### config.mk
export PLATFORM = sky130hd
export DESIGN_NAME = pwm_shadow_chan
export DESIGN_NICKNAME = d
export VERILOG_FILES = /design/src/rtl/pwm_chan_pkg.sv /design/src/rtl/pwm_prescaler.sv /design/src/rtl/pwm_shadow_regs.sv /design/src/rtl/pwm_period_ctr.sv /design/src/rtl/pwm_shadow_chan.sv
export SDC_FILE = /design/constraint.sdc
export NUM_CORES = 1
export LEC_CHECK = 0
export CAP_MARGIN = 20
export CORE_ASPECT_RATIO = 0.9
export CORE_UTILIZATION = 25
export CTS_CLUSTER_DIAMETER = 50
export DETAILED_ROUTE_END_ITERATION = 12
export SYNTH_ARGS = -nofsm -noshare
export SYNTH_HDL_FRONTEND = slang
export SYNTH_SLANG_ARGS = --single-unit
### constraint.sdc
create_clock -name clk -period 5.54 [get_ports clk]
set_input_delay 1.385 -clock clk [delete_from_list [all_inputs] [get_ports clk]]
set_output_delay 1.385 -clock clk [all_outputs]
set_load 0.005 [all_outputs]
### src/rtl/pwm_chan_pkg.sv
package pwm_chan_pkg;
    localparam int CNT_W  = 16;
    localparam int DIV_W  = 3;
    localparam int LVL_W  = 2;
    localparam int PRE_W  = 10;
    localparam int SH_W   = 4;

    typedef enum logic [0:0] {CH_IDLE = 1'b0, CH_RUN = 1'b1} ch_state_e;

    typedef struct packed {
        logic [CNT_W-1:0] duty;
        logic [CNT_W-1:0] period;
        logic [DIV_W-1:0] div;
        logic [LVL_W-1:0] act;
        logic [LVL_W-1:0] inact;
    } chan_cfg_t;

    // Divider code to right-shift amount (non-uniform above code 4)
    function automatic logic [SH_W-1:0] div_shift(input logic [DIV_W-1:0] code);
        logic [SH_W-1:0] s;
        unique case (code)
            3'd5:    s = 4'd6;
            3'd6:    s = 4'd8;
            3'd7:    s = 4'd10;
            default: s = {1'b0, code};
        endcase
        return s;
    endfunction

    // Only code 3 drives high
    function automatic logic level_drive(input logic [LVL_W-1:0] code);
        return (code == 2'b11);
    endfunction
endpackage

### src/rtl/pwm_prescaler.sv
module pwm_prescaler
    import pwm_chan_pkg::*;
#(
    parameter int P_W = PRE_W
) (
    input  logic             clk,
    input  logic             rst_n,
    input  logic             run,
    input  logic [DIV_W-1:0] div,
    output logic             tick
);
    logic [P_W-1:0] pre_cnt;
    logic [P_W:0]   span;
    logic [P_W-1:0] limit;

    always_comb begin
        span  = (P_W+1)'(1) << div_shift(div);
        limit = P_W'(span - 1'b1);
    end

    assign tick = run && (pre_cnt == limit);

    always_ff @(posedge clk) begin
        if (!rst_n)
            pre_cnt <= '0;
        else if (!run || tick)
            pre_cnt <= '0;
        else
            pre_cnt <= pre_cnt + 1'b1;
    end

    AST_PRE_IN_RANGE: assert property (@(posedge clk) disable iff (!rst_n)
        run |-> (pre_cnt <= limit));
    AST_PRE_HELD: assert property (@(posedge clk) disable iff (!rst_n)
        !run |=> (pre_cnt == '0));
endmodule

### src/rtl/pwm_shadow_regs.sv
module pwm_shadow_regs
    import pwm_chan_pkg::*;
(
    input  logic             clk,
    input  logic             rst_n,
    input  logic             duty_wr,
    input  logic [CNT_W-1:0] duty_val,
    input  logic             cfg_wr,
    input  logic [CNT_W-1:0] period_val,
    input  logic [DIV_W-1:0] div_val,
    input  logic [LVL_W-1:0] act_val,
    input  logic [LVL_W-1:0] inact_val,
    input  logic             boundary,
    output chan_cfg_t        work
);
    chan_cfg_t stage;
    logic      pending;
    logic      load;

    assign load = pending && boundary;

    always_ff @(posedge clk) begin
        if (!rst_n) begin
            stage <= '0;
        end else begin
            if (duty_wr)
                stage.duty <= duty_val;
            if (cfg_wr) begin
                stage.period <= period_val;
                stage.div    <= div_val;
                stage.act    <= act_val;
                stage.inact  <= inact_val;
            end
        end
    end

    always_ff @(posedge clk) begin
        if (!rst_n)
            pending <= 1'b0;
        else if (cfg_wr)
            pending <= 1'b1;
        else if (load)
            pending <= 1'b0;
    end

    always_ff @(posedge clk) begin
        if (!rst_n)
            work <= '0;
        else if (load)
            work <= stage;
    end

    AST_WORK_ONLY_ON_LOAD: assert property (@(posedge clk) disable iff (!rst_n)
        !$stable(work) |-> $past(pending && boundary));
    AST_CFG_ARMS: assert property (@(posedge clk) disable iff (!rst_n)
        cfg_wr |=> pending);
    AST_DUTY_NO_ARM: assert property (@(posedge clk) disable iff (!rst_n)
        (duty_wr && !cfg_wr && !pending) |=> !pending);
endmodule

### src/rtl/pwm_period_ctr.sv
module pwm_period_ctr
    import pwm_chan_pkg::*;
#(
    parameter int C_W = CNT_W
) (
    input  logic           clk,
    input  logic           rst_n,
    input  logic           en,
    input  logic           tick,
    input  logic [C_W-1:0] period,
    output ch_state_e      state,
    output logic [C_W-1:0] cnt,
    output logic           wrap
);
    ch_state_e      state_nx;
    logic [C_W-1:0] last;

    assign last = (period == '0) ? '0 : period - 1'b1;
    assign wrap = (state == CH_RUN) && tick && (cnt >= last);

    always_comb begin
        unique case (state)
            CH_IDLE: state_nx = en ? CH_RUN : CH_IDLE;   // START
            CH_RUN:  state_nx = en ? CH_RUN : CH_IDLE;   // STOP
            default: state_nx = CH_IDLE;
        endcase
    end

    always_ff @(posedge clk) begin
        if (!rst_n)
            state <= CH_IDLE;
        else
            state <= state_nx;
    end

    always_ff @(posedge clk) begin
        if (!rst_n)
            cnt <= '0;
        else if (state != CH_RUN || !en)
            cnt <= '0;
        else if (tick)
            cnt <= wrap ? '0 : cnt + 1'b1;
    end

    AST_CNT_IN_PERIOD: assert property (@(posedge clk) disable iff (!rst_n)
        (state == CH_RUN) |-> (cnt <= last));
    AST_IDLE_ZERO: assert property (@(posedge clk) disable iff (!rst_n)
        (state == CH_IDLE) |-> (cnt == '0));
    AST_START_FRESH: assert property (@(posedge clk) disable iff (!rst_n)
        (state == CH_IDLE && en) |=> (state == CH_RUN && cnt == '0));
endmodule

### src/rtl/pwm_shadow_chan.sv
module pwm_shadow_chan
    import pwm_chan_pkg::*;
(
    input  logic        clk,
    input  logic        rst_n,
    input  logic        chan_en,
    input  logic        duty_we,
    input  logic [31:0] duty_wdata,
    input  logic        cfg_we,
    input  logic [31:0] cfg_wdata,
    output logic        pwm_out
);
    chan_cfg_t        work;
    ch_state_e        state;
    logic [CNT_W-1:0] cnt;
    logic             wrap;
    logic             tick;
    logic             run;
    logic             boundary;
    logic             unused_bits;

    assign unused_bits = ^{duty_wdata[15:0], cfg_wdata[31:23]};
    assign run         = (state == CH_RUN) && chan_en;
    assign boundary    = (state == CH_IDLE) || wrap;

    pwm_shadow_regs u_shadow (
        .clk        (clk),
        .rst_n      (rst_n),
        .duty_wr    (duty_we),
        .duty_val   (duty_wdata[31:16]),
        .cfg_wr     (cfg_we),
        .period_val (cfg_wdata[15:0]),
        .div_val    (cfg_wdata[22:20]),
        .act_val    (cfg_wdata[17:16]),
        .inact_val  (cfg_wdata[19:18]),
        .boundary   (boundary),
        .work       (work)
    );

    pwm_prescaler u_pre (
        .clk   (clk),
        .rst_n (rst_n),
        .run   (run),
        .div   (work.div),
        .tick  (tick)
    );

    pwm_period_ctr u_ctr (
        .clk    (clk),
        .rst_n  (rst_n),
        .en     (chan_en),
        .tick   (tick),
        .period (work.period),
        .state  (state),
        .cnt    (cnt),
        .wrap   (wrap)
    );

    always_comb begin
        unique case (state)
            CH_RUN:  pwm_out = (cnt < work.duty) ? level_drive(work.act)
                                                 : level_drive(work.inact);
            default: pwm_out = level_drive(work.inact);
        endcase
    end

    AST_IDLE_INACTIVE: assert property (@(posedge clk) disable iff (!rst_n)
        (state == CH_IDLE) |-> (pwm_out == (work.inact == 2'b11)));
    AST_ZERO_DUTY: assert property (@(posedge clk) disable iff (!rst_n)
        (work.duty == '0) |-> (pwm_out == (work.inact == 2'b11)));
    AST_LOW_CODES: assert property (@(posedge clk) disable iff (!rst_n)
        (work.act != 2'b11 && work.inact != 2'b11) |-> !pwm_out);
endmodule

# Word level (Yosys, flattened, before mapping)
# Cells that the tools add are included.
# word_totals
ram_bits,0
out_inout_bits,1
mem_count,0
rom_bits,0
word_cells,51
latch_bits,0
regBits,106
in_bits,69
# classes
n_mux,8
n_div,0
shift,1
n_addsub,4
n_reduce_logical,14
eq_ne,6
bitwise_logic,2
mul,0
n_lt_le_gt_ge,2
# ops
op,n
$mux W16,2
$add A16 B1 Y16 const B,1
$ge A16 B16 Y1,1
$logic_not A16 Y1,1
$lt A16 B16 Y1,1
$sub A16 B1 Y16 const B,1
$pmux W4 S3,1
$add A10 B1 Y10 const B,1
$eq A10 B10 Y1,1
$shl A1 B4 Y10 const A,1
$sub A10 B1 Y10 const B,1
$eq A3 B3 Y1 const B,3
$logic_and A1 B1 Y1,5
$mux W1,5
$eq A2 B2 Y1 const B,2
$reduce_or A2 Y1,2
$logic_or A1 B1 Y1,3
$logic_not A1 Y1,2
$not A1 Y1,2
$reduce_bool A2 Y1,1

# Depth between registers and ports, before layout
# Gate-level depths: netlist (run 1).
# logic_depth
ltp_word,12
ltp_mapped,15
ltp_nobuf,13

# Cells and area by module
# Synthesis (run 1) repeated with hierarchy kept, for this count alone.
# hier_totals
hier_cells,624
hier_area_um2,5554.1
# modules_own_cells
mod,seq_area_each_um2,instances,cells_per_inst,area_each_um2
pwm_shadow_regs,1581.5,1,307,3020.4
pwm_period_ctr,340.3,1,184,1506.4
pwm_prescaler,200.2,1,72,583.1
pwm_shadow_chan,0.0,1,61,444.2

# Least setup slack after synthesis (run 1)
# OpenSTA, ideal clock, no wires.
# synth_path
path_kind,reg2reg
start,"reg, netlist name u_shadow.work[9]"
end,"reg, netlist name u_shadow.work[0]"
setup_ns,0.072
path_stages_with_launch,15
setup_slack_ns,2.265
required_time_ns,5.468
arrival_ns,3.204
synth_period_minus_slack_ns,3.275
n_path_buf,2
cell_sequence,dfxtp_1 > nor4_1 > nand3_1 > nor3_1 > xor2_1 > nand2_1 > ha_1 > and4_1 > nand3_1 > a211oi_1 > a21oi_1 > o32ai_4 > buf_6 > buf_6 > mux2i_1
# synth_between
elab_chain_len,6
word_cells_on_any_way,7
cone_classes,1 x add/sub; 1 x order compare; 1 x mux; 4 x reduce/logical
# synth_lines
item,line,source
$sub A16 B1 Y16 or $logic_not A16 Y1 (tied branches),pwm_period_ctr.sv:18,assign last = (period == '0) ? '0 : period - 1'b1;
$mux W16 (*),pwm_period_ctr.sv:18,
$ge A16 B16 Y1 (*),pwm_period_ctr.sv:19,assign wrap = (state == CH_RUN) && tick && (cnt >= last);
$logic_and A1 B1 Y1 (*),pwm_period_ctr.sv:19,
$logic_or A1 B1 Y1 (*),pwm_shadow_chan.sv:24,assign boundary = (state == CH_IDLE) || wrap;
$logic_and A1 B1 Y1 (*),pwm_shadow_regs.sv:20,assign load = pending && boundary;
# Every way passes the cells marked *; elsewhere a longest branch is shown, timed or not.
# A chain may end at the register's enable or synchronous reset.

# Worst setup path after layout (run 1)
# layout_path
start,"reg, netlist name u_shadow.work[9]"
end,"reg, netlist name u_shadow.work[23]"
# layout_between
elab_chain_len,6
word_cells_on_any_way,7
cone_classes,1 x add/sub; 1 x order compare; 1 x mux; 4 x reduce/logical
# layout_lines
item,line
$sub A16 B1 Y16 or $logic_not A16 Y1 (tied branches),pwm_period_ctr.sv:18
$mux W16 (*),pwm_period_ctr.sv:18
$ge A16 B16 Y1 (*),pwm_period_ctr.sv:19
$logic_and A1 B1 Y1 (*),pwm_period_ctr.sv:19
$logic_or A1 B1 Y1 (*),pwm_shadow_chan.sv:24
$logic_and A1 B1 Y1 (*),pwm_shadow_regs.sv:20
# Marks and branches as above.

==> metrics.md, run 1 <==
| Metric | Value |
|---|---|
| Run status | `finished clean` |
| Dpl ws | `869 ps` |
| Pwr Density | `263 mW/mm^2` |
| Seq/Total Area, Yosys | `38.7%` |
| DRT iter0 DRCs | `159` |
| Total negative slack | `0 ps` |
| Ys flop type | `dfxtp_1` |
| First-pass GRT wire length | `18800 um` |
| Worst skew pair latency | `360 ps` |
| First drt pass iteration count | `4` |
| Final hold vios | `0` |
| Min Tclk post-route | `4650 ps` |
| CTS root buf | `clkbuf_16` |
| Htree depth | `3` |
| CTS tree | `done` |
| Max Fanout on Critical Path | `26` |
| # rows | `51` |
| Final Slew Violations | `0` |
| Dpl hpwl | `7970 um` |
| Cts hold-fix bufs | `0` |
| CP max stage cell | `o32ai_4` |
| MaxCap Viol Count | `0` |
| Share of synthesized registers carrying an async set or reset | `0%` |
| # clock sinks | `106` |
| Final period utilization | `83.9%` |
| Nets@finish | `753` |
| DIE HEIGHT | `142 um` |
| Vias in the first global route | `3772` |
| Setup crit start kind | `flop` |
| WP buf/inv | `1` |
| # IOs | `70` |
| Hold crit path type | `reg -> reg` |
| Max-slew headroom | `25.0%` |
| Avg WL per Cell | `11.7 um` |
| P_leak | `2.47 nW` |
| Worst-margin pin slew | `1120 ps` |
| Share of cells above drive strength 1 | `3.98%` |
| Syn nets | `723` |
| Largest net degree at the start of global routing | `79` |
| Setup bufs post-CTS | `0` |
| Yosys warns | `0` |
| Crit path max-delay family | `simple AND/OR/NAND/NOR gates` |
| Post-CTS resize count | `0` |
| Total power | `0.00171 W` |
| Maximum vdd drop | `0.144 mV` |
| Drt total wl | `11000 um` |
| Initial antenna violation count | `0` |
| Die area | `0.0225 sq mm` |
| Clock slew at reported path FFs | `70 ps` |
| Die Width | `158 um` |
| Syn avg cell area | `8.85 sq um` |
| Syn-to-layout area delta | `18.4%` |
| Arrival time at the worst endpoint | `4930 ps` |
| Post-synthesis cell type count | `44` |
| Final setup fails | `0` |
| Skew final | `9.75 ps` |
| Crit. End Element | `flop` |
| Core ar. | `0.0216 sq mm` |
| Fmax | `215 MHz` |
| Number of synthesized flops with an enable pin | `0` |
| Port Buf Inserts | `44` |
| FF+latch count, synth | `106` |
| Required time worst endpoint | `5820 ps` |
| RSZ-0062 raised after global routing | `false` |
| Inserted Diodes | `0` |
| Final WS setup | `894 ps` |
| Clock Tree Buf Depth | `2` |
| Setup CP Type | `reg -> reg` |
| Via/cell ratio | `4.29` |
| Aggregate global-route resource usage | `10.6%` |
| Routed Antenna Nets | `0` |
| Crit-path cells | `nor4_1 > nand4_1 > and2_1 > ha_1 > nand2b_1 > a211oi_1 > o221ai_1 > a21oi_1 > o32ai_4 > buf_4 > mux2i_1` |
| Initial Utilization | `25.4%` |
| Fillers | `2340` |
| DRC violations left | `0` |
| DR vias | `4054` |
| CTS Buf Count | `9` |
| Gpl congestion | `0.807` |
| Worst path max stage delay | `830 ps` |
| Post-Syn Area | `0.00548 sq mm` |
| Global route total overflow | `0` |
| Post-synthesis cell count | `619` |
==> path summary, 6_finish.rpt <==
kind	from	endpoint	slack [ps]	cells after the start
worst max-delay path	u_shadow.work[9]	u_shadow.work[23]	890	11
worst min register to register	u_shadow.stage[29]	u_shadow.work[29]	450	2
worst max register to register	u_shadow.work[9]	u_shadow.work[23]	890	11
worst min-delay path	u_shadow.stage[29]	u_shadow.work[29]	450	2
==> logic make-up after synthesis <==
| logic type | synth area share [%] |
|---|---|
| flip-flops | 38.7 |
| AND/OR/NAND/NOR | 22.7 |
| buffers and inverters | 4.22 |
| AO/OA/AOI/OAI | 6.60 |
| adder cells (fa/ha/maj) | 7.99 |
| multiplexers | 14.4 |
| XOR/XNOR | 5.28 |
==> synth_stat cells (5+ instances only) <==
| cell | count | area [sq um] |
|---|---|---|
| and2_1 | 5 | 31.3 |
| ha_1 | 35 | 438 |
| nand3_1 | 14 | 70.1 |
| o21ai_0 | 6 | 30.0 |
| dfxtp_1 | 106 | 2120 |
| and3_1 | 5 | 31.3 |
| clkbuf_1 | 24 | 90.1 |
| xnor2_1 | 21 | 184 |
| nor3_1 | 14 | 70.1 |
| xor2_1 | 12 | 105 |
| mux2i_1 | 79 | 791 |
| nand2_1 | 113 | 424 |
| a211oi_1 | 5 | 37.5 |
| nand4_1 | 10 | 62.6 |
| nand2b_1 | 6 | 37.5 |
| a21o_1 | 5 | 37.5 |
| a21oi_1 | 15 | 75.1 |
| inv_1 | 25 | 93.8 |
| nor2b_1 | 42 | 263 |
| nor4_1 | 6 | 37.5 |
| nor2_1 | 34 | 128 |
==> power breakdown <==
group / total [W] / switching [W] / internal [W]
sequential: 0.000804 / 0.0000172 / 0.000787
combinational: 0.000240 / 0.000124 / 0.000116
clock: 0.000662 / 0.000305 / 0.000357
total: 0.00171 / 0.000446 / 0.00126
==> registers in the layout, indices dropped and copies added, names as in the netlist <==
signal and flops:
u_shadow.work 39, u_pre.pre_cnt 10, u_shadow.stage 39, u_ctr.state 1, u_ctr.cnt 16, u_shadow.pending 1
==> through the flow <==
stage / util [%] / std cells / cell area, sq um / hold slack (ps)
after floorplan: - / 619 / 5480 / 435
after CTS: 30.0 / 944 / 6480 / 457
after global routing: 30.1 / 945 / 6480 / 475
after global placement: 28.6 / 928 / 6170 / 445
after detailed placement: 28.6 / 928 / 6170 / 450
final: 30.1 / 945 / 6480 / 452
==> worst register-to-register path, delay by kind of cell (launching register included) <==
kind                       cells  cell delay (ps)
AOI/OAI and AO/OA              4             1320
adders and majority gates      1              260
buffers and inverters          1              550
DFF                            1              350
muxes                          1              270
and+or+nand+nor                4             1800
==> per-layer routing <==
metal / global-route usage, % / vias to the layer above / routed length (um)
met3: 2.16 / 12 / 344
met1: 14.2 / 1826 / 5600
met4: 5.16 / 0 / 218
met5: 0 / - / 0
li1: - / 2165 / -
met2: 16.2 / 51 / 4860
==> layout by cell type (no fill, tap or decap), types with 3 or more instances in the layout <==
cell type | Yosys | layout
and2_1 | 5 | 5
and3_1 | 5 | 5
dfxtp_1 | 106 | 106
a21oi_1 | 15 | 15
ha_1 | 35 | 35
nor2_1 | 34 | 34
inv_1 | 25 | 25
nand2_1 | 113 | 113
o21ai_0 | 6 | 6
nor4_1 | 6 | 6
nand3_1 | 14 | 14
clkbuf_16 | 0 | 9
a211oi_1 | 5 | 5
o211ai_1 | 3 | 3
clkdlybuf4s50_1 | 0 | 43
nand2b_1 | 6 | 6
xnor2_1 | 21 | 21
a21o_1 | 5 | 5
and4_1 | 3 | 3
nor2b_1 | 42 | 42
nand4_1 | 10 | 10
xor2_1 | 12 | 12
mux2i_1 | 79 | 79
buf_4 | 2 | 6
nor3_1 | 14 | 14
==> final cells by class <==
| class | count | area, sq um | area share, % |
|---|---|---|---|
| tap | 291 | 364 | 5.61 |
| sequential | 106 | 2120 | 32.7 |
| clock buffer | 10 | 229 | 3.53 |
| inverter | 25 | 93.8 | 1.45 |
| timing repair buffer | 49 | 475 | 7.33 |
| multi-input combinational | 458 | 3130 | 48.2 |
| clock inverter | 6 | 75.1 | 1.16 |
No activity file was read; power rests on OpenSTA's default activity.
==> run 2, diff against run 1 <==
clock period = 4.4 ns   (was 5.54 ns; I/O delays follow)
==> metrics.md, run 2 (synthesized netlist as in run 1, its figures left out) <==
| Metric | Value |
|---|---|
| Run status | `finished clean (unchanged)` |
| Pwr Density | `333 mW/mm^2 (was 263 mW/mm^2)` |
| Initial antenna violation count | `0 (unchanged)` |
| Core ar. | `0.0216 sq mm (unchanged)` |
| Final setup fails | `0 (unchanged)` |
| Worst-margin pin slew | `1110 ps (was 1120 ps)` |
| Top Registers | `u_shadow.stage (39), u_shadow.work (39), u_ctr.cnt (16) (unchanged)` |
| P_leak | `2.49 nW (was 2.47 nW)` |
| Routed Antenna Nets | `0 (unchanged)` |
| CTS root buf | `clkbuf_16 (unchanged)` |
| Avg WL per Cell | `11.5 um (was 11.7 um)` |
| Initial Utilization | `25.4% (unchanged)` |
| Nets@finish | `756 (was 753)` |
| Die Width | `158 um (unchanged)` |
| Max-slew headroom | `25.6% (was 25.0%)` |
| Most common cell after layout, fill and taps aside | `nand2_1 (unchanged)` |
| Aggregate global-route resource usage | `10.3% (was 10.6%)` |
| Setup crit start kind | `flop (unchanged)` |
| Critical path destination | `pwm_out (was u_shadow.work[23])` |
| Clock slew at reported path FFs | `70 ps (about the same)` |
| Setup bufs post-CTS | `0 (unchanged)` |
| Arrival time at the worst endpoint | `2750 ps (was 4930 ps)` |
| RSZ-0062 raised after global routing | `false (unchanged)` |
| Gpl congestion | `0.805 (was 0.807)` |
| Syn-to-layout area delta | `19.0% (was 18.4%)` |
| Largest net degree at the start of global routing | `75 (was 79)` |
| # rows | `51 (unchanged)` |
| Inserted Diodes | `0 (unchanged)` |
| Required time worst endpoint | `3300 ps (was 5820 ps)` |
| Fin util | `30.2% (was 30.1%)` |
| Commonest non-fill, non-tap cells in the layout | `nand2_1 (113), dfxtp_1 (106), mux2i_1 (79), clkdlybuf4s50_1 (43), nor2b_1 (42) (unchanged)` |
| Post-Layout Cell Count | `948 (was 945)` |
| Fillers | `2351 (was 2340)` |
| Placed Instances | `932 (was 928)` |
| DIE HEIGHT | `142 um (unchanged)` |
| Final period utilization | `87.5%` |
| Min-delay src | `u_shadow.stage[29] (unchanged)` |
| First-pass GRT wire length | `18300 um (was 18800 um)` |
| Via/cell ratio | `4.28 (was 4.29)` |
| DRT iter0 DRCs | `170 (was 159)` |
| Htree depth | `3 (unchanged)` |
| Die area | `0.0225 sq mm (unchanged)` |
| First drt pass iteration count | `4 (unchanged)` |
| Port Buf Inserts | `44 (unchanged)` |
| Reg-to-reg slack, setup | `860 ps (was 890 ps)` |
| Cts hold-fix bufs | `0 (unchanged)` |
| CTS Buf Count | `9 (unchanged)` |
| Share of cells above drive strength 1 | `4.57% (was 3.98%)` |
| Maximum vdd drop | `0.171 mV (was 0.144 mV)` |
| Min Tclk post-route | `3850 ps` |
| Setup CP Type | `reg -> out (was reg -> reg)` |
| Dpl hpwl | `7910 um (was 7970 um)` |
| Vias in the first global route | `3743 (was 3772)` |
| DRC violations left | `0 (unchanged)` |
| Max Fanout on Critical Path | `4 (was 26)` |
| CTS tree | `done (unchanged)` |
| Final hold vios | `0 (unchanged)` |
| Skew final | `8.66 ps (was 9.75 ps)` |
| DR vias | `4055 (was 4054)` |
| RR Endpoint | `u_shadow.work[23] (unchanged)` |
| Post-CTS resize count | `0 (unchanged)` |
| Worst skew pair latency | `350 ps (was 360 ps)` |
| Hold crit path type | `reg -> reg (unchanged)` |
| Worst r2r src | `u_shadow.work[13] (was u_shadow.work[9])` |
| Crit path from | `u_ctr.cnt[9] (was u_shadow.work[9])` |
| Global route total overflow | `0 (unchanged)` |
| # clock sinks | `106 (unchanged)` |
| Drt total wl | `10900 um (was 11000 um)` |
| Clock Tree Buf Depth | `2 (unchanged)` |
| MaxCap Viol Count | `0 (unchanged)` |
| Final Slew Violations | `0 (unchanged)` |
| Fmax | `260 MHz` |
| R2R depth | `13 (was 11)` |
| Crit. End Element | `output pin (was flop)` |
| # IOs | `70 (unchanged)` |
| Total negative slack | `0 ps (unchanged)` |
## run 2: critical path: stages (launching register included)
cell,delay (ps)
dfxtp_1,420
ha_1,280
a21o_1,160
a21o_1,160
a21oi_1,170
o2111ai_1,170
a21oi_1,260
mux2i_1,240
clkdlybuf4s50_1,530
## run 2: layout make-up
cell class / instances / area, sq um / share of cell area [%]
inverter: 25 / 93.8 / 1.44
clock buffer: 9 / 225 / 3.45
sequential: 106 / 2120 / 32.5
clock inverter: 7 / 93.8 / 1.44
multi-input combinational: 458 / 3130 / 47.9
tap: 291 / 364 / 5.58
timing repair buffer: 52 / 498 / 7.63
## run 2: per-layer routing
metal	vias up	part of all wire, %	wire length (um)	global-route usage (%)
met5	-	0	0	0
met4	0	1.7	186	4.71
met3	12	1.7	183	1.55
met2	37	44	4830	16.0
met1	1837	52	5680	13.9
li1	2169	-	-	-
## run 2: power by group
group	switching, W	internal, W
logic	0.000157	0.000150
registers	0.0000220	0.000991
clock network	0.000352	0.000497
total	0.000531	0.00164
## run 2: through the flow
step / total power, W / cell area [sq um] / setup WS (ps) / hold WS [ps]
2_1_floorplan: 0.00125 / 5480 / 1120 / 435
4_1_cts: 0.00220 / 6520 / 442 / 457
5_1_grt: 0.00228 / 6520 / 376 / 481
3_5_place_dp: 0.00135 / 6200 / 780 / 448
6_report: 0.00217 / 6520 / 549 / 458
3_3_place_gp: 0.00134 / 6200 / 828 / 445
## run 2: worst min-delay path by stage
stage                                   end  slack, ps  depth (start not counted)
after global placement    u_shadow.work[38]        450                          2
after floorplan           u_shadow.work[24]        430                          2
after detailed placement  u_shadow.work[26]        450                          2
final                     u_shadow.work[29]        460                          2
after CTS                 u_shadow.work[38]        460                          2
after global routing      u_shadow.work[38]        480                          2
